### config.mk
export PLATFORM = sky130hd
export DESIGN_NAME = uart_txrdy_irq
export DESIGN_NICKNAME = d
export VERILOG_FILES = /design/src/rtl/uart_txrdy_pkg.sv /design/src/rtl/uart_txrdy_thresh.sv /design/src/rtl/uart_txrdy_empty.sv /design/src/rtl/uart_txrdy_irq.sv
export SDC_FILE = /design/constraint.sdc
export NUM_CORES = 1
export LEC_CHECK = 0
export ABC_AREA = 1
export ABC_CLOCK_PERIOD_IN_PS = 2300
export BUFFER_PORTS_ARGS = -buffer_cell sky130_fd_sc_hd__buf_2
export CAP_MARGIN = 40
export CORE_AREA = 4 4 41 43
export CTS_CLUSTER_DIAMETER = 80
export DETAILED_ROUTE_END_ITERATION = 8
export DIE_AREA = 0 0 45 47
export REMOVE_ABC_BUFFERS = 1
export SYNTH_ARGS = -nofsm -noshare
export SYNTH_HDL_FRONTEND = slang
export SYNTH_HIERARCHICAL = 1
export SYNTH_SLANG_ARGS = --single-unit
### constraint.sdc
create_clock -name clk -period 2.3 [get_ports clk]
set_input_delay 0.345 -clock clk [delete_from_list [all_inputs] [get_ports clk]]
set_output_delay 0.345 -clock clk [all_outputs]
set_load 0.02 [all_outputs]
### src/rtl/uart_txrdy_pkg.sv
package uart_txrdy_pkg;

    // Below-trigger detector state
    typedef struct packed {
        logic armed;
    } thresh_state_t;

    // Empty detector state
    typedef struct packed {
        logic armed;
    } empty_state_t;

    // Request latch state
    typedef struct packed {
        logic pending;
    } req_state_t;

endpackage

### src/rtl/uart_txrdy_thresh.sv
module uart_txrdy_thresh
    import uart_txrdy_pkg::*;
#(
    parameter int CNT_W  = 8,
    parameter int TRIG_W = 8
) (
    input  logic              clk,
    input  logic              rst_n,
    input  logic              fifo_mode,
    input  logic [CNT_W-1:0]  tx_count,
    input  logic [TRIG_W-1:0] trig_level,
    output logic              ev_below
);
    localparam int CMP_W = (CNT_W > TRIG_W) ? CNT_W : TRIG_W;

    thresh_state_t st_d, st_q;
    logic [CMP_W-1:0] cnt_ext;
    logic [CMP_W-1:0] trig_ext;
    logic             below;

    always_comb begin
        cnt_ext  = CMP_W'(tx_count);
        trig_ext = CMP_W'(trig_level);
        below    = cnt_ext < trig_ext;
        ev_below = fifo_mode && st_q.armed && below;
        st_d     = st_q;
        if (!fifo_mode) begin
            // Outside FIFO mode the crossing has no meaning
            st_d.armed = 1'b0;
        end else if (!below) begin
            st_d.armed = 1'b1;
        end else if (ev_below) begin
            st_d.armed = 1'b0;
        end
    end

    always_ff @(posedge clk or negedge rst_n) begin
        if (!rst_n) begin
            st_q <= '{armed: 1'b0};
        end else begin
            st_q <= st_d;
        end
    end
endmodule

### src/rtl/uart_txrdy_empty.sv
module uart_txrdy_empty
    import uart_txrdy_pkg::*;
#(
    parameter int CNT_W = 8
) (
    input  logic             clk,
    input  logic             rst_n,
    input  logic             fifo_mode,
    input  logic [CNT_W-1:0] tx_count,
    input  logic             shift_busy,
    input  logic             rs485_mode,
    input  logic             tx_write,
    output logic             ev_empty
);
    empty_state_t st_d, st_q;
    logic         drained;
    logic         wait_serial;

    always_comb begin
        wait_serial = fifo_mode && rs485_mode;
        drained     = (tx_count == '0) && (!wait_serial || !shift_busy);
        ev_empty    = st_q.armed && drained && !tx_write;
        st_d        = st_q;
        if (tx_write) begin
            st_d.armed = 1'b1;
        end else if (ev_empty) begin
            st_d.armed = 1'b0;
        end
    end

    always_ff @(posedge clk or negedge rst_n) begin
        if (!rst_n) begin
            // Idle transmit path after reset counts as one empty event
            st_q <= '{armed: 1'b1};
        end else begin
            st_q <= st_d;
        end
    end
endmodule

### src/rtl/uart_txrdy_irq.sv
module uart_txrdy_irq
    import uart_txrdy_pkg::*;
#(
    parameter int CNT_W  = 8,
    parameter int TRIG_W = 8
) (
    input  logic              clk,
    input  logic              rst_n,
    input  logic              fifo_mode,
    input  logic [CNT_W-1:0]  tx_count,
    input  logic [TRIG_W-1:0] trig_level,
    input  logic              shift_busy,
    input  logic              rs485_mode,
    input  logic              irq_en,
    input  logic              clr_read,
    input  logic              tx_write,
    output logic              irq
);
    logic       ev_below;
    logic       ev_empty;
    logic       clear_req;
    req_state_t st_d, st_q;

    uart_txrdy_thresh #(
        .CNT_W (CNT_W),
        .TRIG_W(TRIG_W)
    ) u_thresh (
        .clk       (clk),
        .rst_n     (rst_n),
        .fifo_mode (fifo_mode),
        .tx_count  (tx_count),
        .trig_level(trig_level),
        .ev_below  (ev_below)
    );

    uart_txrdy_empty #(
        .CNT_W(CNT_W)
    ) u_empty (
        .clk       (clk),
        .rst_n     (rst_n),
        .fifo_mode (fifo_mode),
        .tx_count  (tx_count),
        .shift_busy(shift_busy),
        .rs485_mode(rs485_mode),
        .tx_write  (tx_write),
        .ev_empty  (ev_empty)
    );

    always_comb begin
        clear_req = clr_read || tx_write;
        st_d      = st_q;
        if (ev_below || ev_empty) begin
            st_d.pending = 1'b1;
        end else if (clear_req) begin
            st_d.pending = 1'b0;
        end
    end

    always_ff @(posedge clk or negedge rst_n) begin
        if (!rst_n) begin
            st_q <= '{pending: 1'b0};
        end else begin
            st_q <= st_d;
        end
    end

    assign irq = st_q.pending && irq_en;
endmodule

==> summary.md, run 1 <==
| Metric | Value |
|---|---|
| Slew Limit Headroom | 0.912 |
| Final Critical Period | 1170 ps |
| Post-route DRC | 0 |
| Synth Register Bits | 3 |
| Critical path, cell by cell | nand2_1 -> inv_1 -> buf_2 |
| Clock tree buffer depth | 2 |
| CTS Root Cell | clkbuf_4 |
| Placed insts | 101 |
| Initial core utilization | 0.293 |
| Final Max Slew Viols | 0 |
| Status | complete, no violations |
| DR vias | 428 |
| Reg clk slew, reported paths | 40 ps |
| Yosys warning total | 6 |
| EDFF count, synth | 0 |
| Register share of total power | 0.269 |
| Psw | 57.1 uW |
| Avg Synthesized Cell Area | 6.16 um2 |
| Hold_sp | tx_write |
| First drt pass iteration count | 1 |
| Number of global-route vias before repair | 370 |
| Synth-to-Final Area Change | 45.9% |
| Rows | 13 |
| Asr flop ratio synth | 1.00 |
| Die area | 0.00212 mm2 |
| Levels on crit path | 3 |
| Synth area leader | ha_1 |
| Critical Path Start Type | flip-flop |
| Layout Nets | 123 |
| Net Sw Frac | 0.271 |
| Max H-tree Level | 1 |
| Largest cells by area after synthesis | ha_1 (23%), nand2_1 (19%), inv_1 (16%) |
| Syn Std Cell Area | 382 um2 |
| Clock skew | 3.38 ps |
| First-pass GRT wire length | 1310 um |
| CP max FO | 2 |
| Leakage Power | 0.375 nW |
| Reg2reg start | u_empty/st_q |
| Max stage delay on crit path | 360 ps |
| R2r setup slk | 1470 ps |
| Final antenna-violating net count | 0 |
| Min-Delay Endpoint | u_empty/st_q |
| Unrepaired setup endpoints after global routing | false |
| Setup Total Neg Slack | 0 ps |
| Post-synth top area share | 0.230 |
| DPL Wire Length | 787 um |
| Hold depth | 3 |
| PortBufs | 24 |
| Required @ worst endpoint | 1960 ps |
| Ports | 25 |
| Final Core Density | 0.428 |
| Worst EP arrival | 830 ps |
| Share of post-route cells with drive strength above 1 | 0.352 |
| DR iter-0 viols | 0 |
| Fin cells | 106 |
| Post-synthesis sequential area ratio | 0.200 |
| Synth unique cells | 11 |
| Crit share post-route | 0.510 |
| Hold_ws | 336 ps |
| Number of clock sinks | 3 |
| Max-capacitance violation count | 0 |
| Setup violators final | 0 |
| Worst Path Buf+Inv | 2 |
| Cell with the most instances after synthesis | nand2_1 |
| Grt ovf | 0 |
| Largest net degree at the start of global routing | 4 |
| Cts bufs inserted | 3 |
| Cell family with most CP delay | flip-flops |
| Ys flop type | dfrtp_1 |
| Ant. Diodes | 0 |
| PwrDens | 378 mW/mm2 |
| CP max-delay cell | dfrtp_1 |
| HP Class | primary input to flip-flop |
| Routed Wire Length | 828 um |
| Die Width | 45 um |
| Commonest cells post-synth | nand2_1 (19), inv_1 (16), ha_1 (7) |
| All-layer global routing usage | 0.0847 |
| Final Hold Fails | 0 |
| R2r endpoint | st_q |
| GP Congestion | 0.725 |
| Critical path type | flip-flop to output pin |
| Via density per instance | 4.04 |
| Peak Freq | 0.852 GHz |
| Maximum vdd drop | 271 uV |
| Internal power | 153 uW |
| Die height | 47 um |
| Clock share of power | 0.429 |
| Core area | 0.00130 mm2 |
| DR WL/cell | 7.81 um |
| Reg2reg path depth | 4 |
| Initial antenna violation count | 0 |
| Post-Syn Instances | 62 |
| Clk_lat worst skew | 230 ps |
| Worst-Margin Slew | 133 ps |
| Setup crit end kind | output pin |
| Comb pwr share | 0.301 |
| CTS tree | done |
## per-stage QoR
stage	power, mW	worst slack, ps	cell area (um2)
2_1_floorplan	0.0916	1080	382
5_1_grt	0.230	1060	557
6_report	0.211	1130	557
3_3_place_gp	0.120	949	520
3_5_place_dp	0.121	928	520
4_1_cts	0.217	1110	557
## state kept, by name (all words and copies together), names as in the netlist
name           count
u_empty/st_q       1
st_q               1
u_thresh/st_q      1
## cell type report
class,instances,area [um2]
Sequential cell,3,76.3
Clock buffer,4,26.3
Tap cell,15,18.8
Timing Repair Buffer,25,130
Inverter,16,60.1
Multi-Input combinational cell,43,245
Fill cell,166,744
## placed cells by master (no fill, tap or decap)
master          n
a21oi_1         4
and2_0          1
buf_2          24
clkbuf_1        1
clkbuf_4        3
dfrtp_1         2
dfstp_2         1
dlygate4sd3_1   1
ha_1            7
inv_1          16
nand2_1        19
nand3_1         1
nor2_1          6
nor2_2          4
o21a_1          1
## timing repair
action | CTS | global route
hold buffers | 1 | 0
resized for setup | 0 | 0
endpoints found under the setup margin | 0 | 0
setup buffers | 0 | 0
endpoints found under the hold margin | 2 | 0
## power groups by stage
stage                     sequential [mW]  clock, mW  combinational, mW
after CTS                          0.0568     0.0946             0.0654
after detailed placement           0.0574          0             0.0637
after global routing               0.0570     0.0983             0.0746
after global placement             0.0573          0             0.0628
final                              0.0567     0.0904             0.0635
after floorplan                    0.0572          0             0.0345
## worst max-delay path by stage
stage | start | to | slack, ps
floorplan | trig_level[7] | st_q | 1080
global placement | tx_count[7] | st_q | 950
detailed placement | tx_count[7] | st_q | 930
CTS | st_q | irq | 1110
global route | st_q | irq | 1060
finish | st_q | irq | 1130
## cells by family after synthesis
| group | after synthesis | share of synthesized area |
|---|---|---|
| AO/OA/AOI/OAI | 5 | 0.0721 |
| buffers and inverters | 16 | 0.157 |
| flip-flops | 3 | 0.200 |
| adder cells (fa/ha/maj) | 7 | 0.229 |
| AND/OR/NAND/NOR | 31 | 0.341 |
## layer usage
metal | track usage | vias to the layer above | wire (um)
met1 | 0.0936 | 178 | 341
met4 | 0.0175 | 0 | 0
met2 | 0.150 | 9 | 419
li1 | - | 241 | -
met3 | 0.0383 | 0 | 67
met5 | 0 | - | 0
## worst reg2reg max path, cell delays in order (launching register included)
cell	delay (ps)
dfstp_2	520
nand2_1	50
nor2_1	100
nor2_1	50
nand2_1	60
Power figures use the tool's default switching activity.
==> inputs of run 2 (changes only) <==
ABC_AREA = 0   (was 1)
ABC_CLOCK_PERIOD_IN_PS = 1030   (was 2300)
clock period = 1.03 ns   (was 2.3 ns; I/O delays follow)
==> run 2 against run 1 <==
The run now ends with setup timing left. Hold slack got worse by 180 ps. Die area did not move. Clock-buffer cell count did not move. Synthesized area fell by 2.6%. Clock skew fell by 1.1 ps. Utilization rose by 19 points. Final cell count fell by 13%. Global-route usage rose by 1.1 points. Non-clock buffer count rose by 9. Cell area rose by 45%. Setup slack got worse by 1300 ps.
==> summary.md, run 2 <==
| Metric | Value |
|---|---|
| First drt pass iteration count | 4 |
| Grt ovf | 0 |
| Yosys warning total | 6 |
| Post-synthesis sequential area ratio | 0.205 |
| Syn Std Cell Area | 372 um2 |
| Worst EP arrival | 1280 ps |
| Slew Limit Headroom | 0.790 |
| Number of global-route vias before repair | 399 |
| Worst-Margin Slew | 315 ps |
| DR vias | 409 |
| Clock tree buffer depth | 2 |
| Final Critical Period | 1180 ps |
| First-pass GRT wire length | 1480 um |
| Register cell area after layout | 76.3 um2 |
| CTS Root Cell | clkbuf_4 |
| Initial core utilization | 0.286 |
| Setup violators final | 1 |
| PortBufs | 24 |
| Routed Wire Length | 1010 um |
| Ant. Diodes | 0 |
| Core area | 0.00130 mm2 |
| All-layer global routing usage | 0.0957 |
| Fill count | 119 |
| Clock skew | 2.26 ps |
| Maximum vdd drop | 782 uV |
| Asr flop ratio synth | 1.00 |
| Max-capacitance violation count | 0 |
| PwrDens | 762 mW/mm2 |
| Share of post-route cells with drive strength above 1 | 0.792 |
| DR WL/cell | 11.0 um |
| Biggest regs | st_q x1, u_empty/st_q x1, u_thresh/st_q x1 |
| CTS tree | done |
| GP Congestion | 0.683 |
| Die height | 47 um |
| DP Worst Slack | -462 ps |
| Die Width | 45 um |
| Final worst slack | -146 ps |
| Peak Freq | 0.850 GHz |
| Final Max Slew Viols | 0 |
| Cts bufs inserted | 3 |
| DR iter-0 viols | 2 |
| Post-route DRC | 0 |
| Synth area leader | ha_1 |
| Critical path, cell by cell | buf_2 -> inv_1 -> ha_4 -> nand2_4 -> o41ai_4 -> nor2_1 -> a211o_1 |
| Synth-to-Final Area Change | 117% |
| Failing checks | setup timing |
| CP max-delay cell | o41ai_4 |
| Ys flop type | dfrtp_1 |
| Ports | 25 |
| Leakage Power | 0.381 nW |
| CP max FO | 2 |
| EDFF count, synth | 0 |
| Via density per instance | 4.45 |
| Avg Synthesized Cell Area | 9.53 um2 |
| Largest net degree at the start of global routing | 4 |
| Critical path type | primary input to flip-flop |
| Setup crit end kind | flip-flop |
| Final antenna-violating net count | 0 |
| DPL Wire Length | 762 um |
| Largest cells by area after synthesis | ha_1 (24%), dfrtp_1 (13%), a2111oi_4 (7.4%) |
| Most frequent cells in the layout | buf_2 (14), buf_6 (10), buf_4 (9), ha_4 (7) |
| Final Hold Fails | 0 |
| Layout Nets | 109 |
| Synth Register Bits | 3 |
| Initial antenna violation count | 0 |
| Critical Path Start Type | primary input |
| Max stage delay on crit path | 340 ps |
| Clk_lat worst skew | 230 ps |
| Tot Pwr | 615 uW |
| Crit share post-route | 1.14 |
| Area of the multi-input gates | 392 um2 |
| HP Class | primary input to flip-flop |
| Post-synth top area share | 0.236 |
| Die area | 0.00212 mm2 |
| Reg clk slew, reported paths | 40 ps |
| Max H-tree Level | 1 |
| Post-Syn Instances | 39 |
| R2r setup slk | 160 ps |
| Commonest cells post-synth | ha_1 (7), inv_1 (7), nand2_1 (3), nor2_1 (3) |
| Status | finished, violations left |
| Synth unique cells | 17 |
| Leading cell type in the layout, fill and taps excluded | buf_2 |
| Cell family with most CP delay | compound AO/OA/AOI/OAI gates |
| Rows | 13 |
| Unrepaired setup endpoints after global routing | true |
| Worst Path Buf+Inv | 2 |
| Required @ worst endpoint | 1140 ps |
| Number of clock sinks | 3 |
## run 2: cell count changes in the layout (fill, tap and decap cells not counted), sizes merged, moves of 2 or more
cell	change
a21oi	-2
buf	+9
inv	-9
nand2	-16
nor2	-7
nor4	+2
## run 2: worst paths after layout
check,startpoint,cells past startpoint,endpoint
min,tx_write,2,u_empty/st_q
min reg2reg,st_q,1,st_q
max,trig_level[5],7,st_q
max in group asynchronous,rst_n,2,u_empty/st_q
min in group asynchronous,rst_n,2,st_q
max reg2reg,u_empty/st_q,2,st_q
## run 2: through the flow
stage | instances | TNS (ps) | area (um2) | hold WS (ps) | util
global placement | 86 | -707 | 571 | -45.3 | 0.438
finish | 92 | -146 | 807 | 154 | 0.620
CTS | 92 | -224 | 691 | 146 | 0.531
floorplan | 39 | -374 | 372 | -141 | -
global route | 92 | -187 | 807 | 151 | 0.620
detailed placement | 86 | -769 | 571 | -46.1 | 0.438
## run 2: report_power, final
part | total, mW | switching, mW | internal, mW
sequential | 0.127 | 0.00240 | 0.125
clock | 0.200 | 0.0554 | 0.145
combinational | 0.288 | 0.115 | 0.173
## run 2: final cells by class
cell class / count / share of cell area
clock buffers: 4 / 0.0326
multi-input cells: 29 / 0.485
well taps: 15 / 0.0233
flip-flops and latches: 3 / 0.0946
repair buffers: 34 / 0.322
inverters: 7 / 0.0419
## run 2: per-layer routing
layer	vias up	part of all wire	track usage
li1	215	-	-
met1	178	0.38	0.116
met2	16	0.53	0.153
met3	0	0.095	0.0383
met4	0	0	0.0351
met5	-	0	0
## run 2: timing repair
action | in CTS | in global routing
pin swaps | 9 | 10
endpoints found under the hold margin | 3 | 0
hold buffers | 1 | 0
resized for setup | 18 | 22
setup endpoints to repair | 3 | 3
buffers inserted | 1 | 0
## run 2: cell families (layout without fill, tap and decap cells)
| group | Yosys count | after routing | share of synthesized area |
|---|---|---|---|
| and+or+nand+nor | 14 | 14 | 0.259 |
| AOI/OAI and AO/OA | 8 | 8 | 0.229 |
| adders and majority gates | 7 | 7 | 0.236 |
| buffers and inverters | 7 | 45 | 0.0707 |
| DFF | 3 | 3 | 0.205 |
==> inputs of run 3 (changes only) <==
GPL_TIMING_DRIVEN = 0   (was not set)
RECOVER_POWER = 50   (was not set)
==> run 3 against run 2 <==
The run still ends with setup timing left. Combinational power fell by 2%. Maximum frequency up 0.48%. Clock skew about the same. Global-route usage down 0.47 points. Hold slack gained 20 ps. Clock power fell by 3%. Total power down 2.2%. Die area stayed put. Clock-buffer cell count is the same. Sequential share of layout area is 0.37 points higher. Routed wire length is 4.4% higher.
==> summary.md, run 3 (synthesis gave the netlist of run 2 again) <==
| Metric | Value |
|---|---|
| Max-capacitance violation count | 0 |
| DR iter-0 viols | 1 |
| First drt pass iteration count | 3 |
| Required @ worst endpoint | 1130 ps |
| Initial antenna violation count | 0 |
| Clk_lat worst skew | 220 ps |
| DR WL/cell | 12.3 um |
| Ant. Diodes | 0 |
| CTS Root Cell | clkbuf_4 |
| Hold depth | 2 |
| Peak Freq | 0.854 GHz |
| Cts bufs inserted | 3 |
| First-pass GRT wire length | 1430 um |
| Initial core utilization | 0.286 |
| PortBufs | 24 |
| Routed Wire Length | 1060 um |
| Final antenna-violating net count | 0 |
| Hold_ws | 174 ps |
| Reg clk slew, reported paths | 30 ps |
| Biggest regs | st_q x1, u_empty/st_q x1, u_thresh/st_q x1 |
| Status | finished, violations left |
| Largest net degree at the start of global routing | 4 |
| Most frequent cells in the layout | buf_2 (10), buf_6 (10), ha_4 (7), inv_2 (5), buf_4 (4) |
| Ports | 25 |
| HP Class | primary input to flip-flop |
| Max H-tree Level | 1 |
| Register cell area after layout | 76.3 um2 |
| Leakage Power | 0.356 nW |
| Fill count | 119 |
| Final worst slack | -141 ps |
| Rows | 13 |
| DR vias | 393 |
| Reg2reg path depth | 2 |
| CTS tree | done |
| DPL Wire Length | 789 um |
| Synth-to-Final Area Change | 109% |
| Share of post-route cells with drive strength above 1 | 0.761 |
| Final Hold Fails | 0 |
| Die Width | 45 um |
| Failing checks | setup timing |
| Grt ovf | 0 |
| Maximum vdd drop | 567 uV |
| Post-route DRC | 0 |
| Number of clock sinks | 3 |
| Number of global-route vias before repair | 368 |
| Setup crit end kind | flip-flop |
| Via density per instance | 4.57 |
| Unrepaired setup endpoints after global routing | true |
| Die height | 47 um |
| Critical Path Start Type | primary input |
| GP Congestion | 0.655 |
| Die area | 0.00212 mm2 |
| Worst-Margin Slew | 313 ps |
| PwrDens | 774 mW/mm2 |
| Setup violators final | 1 |
| Tot Pwr | 602 uW |
| CP max FO | 2 |
| Clock tree buffer depth | 2 |
| Final Critical Period | 1170 ps |
| Final Max Slew Viols | 0 |
| Core area | 0.00130 mm2 |
| Area of the multi-input gates | 388 um2 |
| Worst EP arrival | 1270 ps |
| Critical path type | primary input to flip-flop |
| Layout Nets | 103 |
| Clock skew | 2.02 ps |
| Crit share post-route | 1.14 |
| Slew Limit Headroom | 0.791 |
| All-layer global routing usage | 0.0910 |
## run 3: layer usage
layer,GRT usage,vias to the layer above,share of wire
met5,0,-,0
met3,0.0268,2,0.071
li1,-,202,-
met2,0.155,16,0.53
met4,0.0175,0,0.014
met1,0.114,173,0.38
## run 3: timing repair
item	CTS	global route
hold endpoints to repair	3	0
gates resized for setup	14	30
buffers inserted	1	2
endpoints found under the setup margin	3	3
hold buffers	1	0
cloned	0	0
pin swaps	8	10
## run 3: path summary, 6_finish.rpt
check	startpoint	endpoint	slack [ps]
worst max-delay path	tx_count[7]	st_q	-140
worst min-delay path	tx_write	u_empty/st_q	170
worst max register to register	st_q	st_q	160
worst min register to register	u_empty/st_q	u_empty/st_q	520
max in group asynchronous	rst_n	u_empty/st_q	520
min in group asynchronous	rst_n	u_thresh/st_q	290
## run 3: critical path, stage by stage
cell and delay (ps):
buf_8 100, ha_4 270, nand2_4 50, o41ai_4 350, nor2_1 70, a211o_1 270
## run 3: final cells by class
cell class	instances	share of cell area
multi-input combinational	29	0.499
timing repair buffer	28	0.304
sequential	3	0.0982
inverter	7	0.0403
clock buffer	4	0.0338
tap	15	0.0242
## run 3: power by group
part / switching [mW] / internal [mW]
Clock: 0.0492 / 0.144
Sequential: 0.00225 / 0.125
Combinational: 0.113 / 0.168
## run 3: per-stage QoR
step / setup slack (ps) / TNS [ps] / std cells / utilization / cell area [um2]
global route: -190 / -212 / 86 / 0.597 / 777
CTS: -221 / -253 / 84 / 0.482 / 627
finish: -141 / -141 / 86 / 0.597 / 777
global placement: -449 / -711 / 78 / 0.392 / 510
floorplan: -264 / -374 / 39 / - / 372
detailed placement: -472 / -754 / 78 / 0.392 / 510
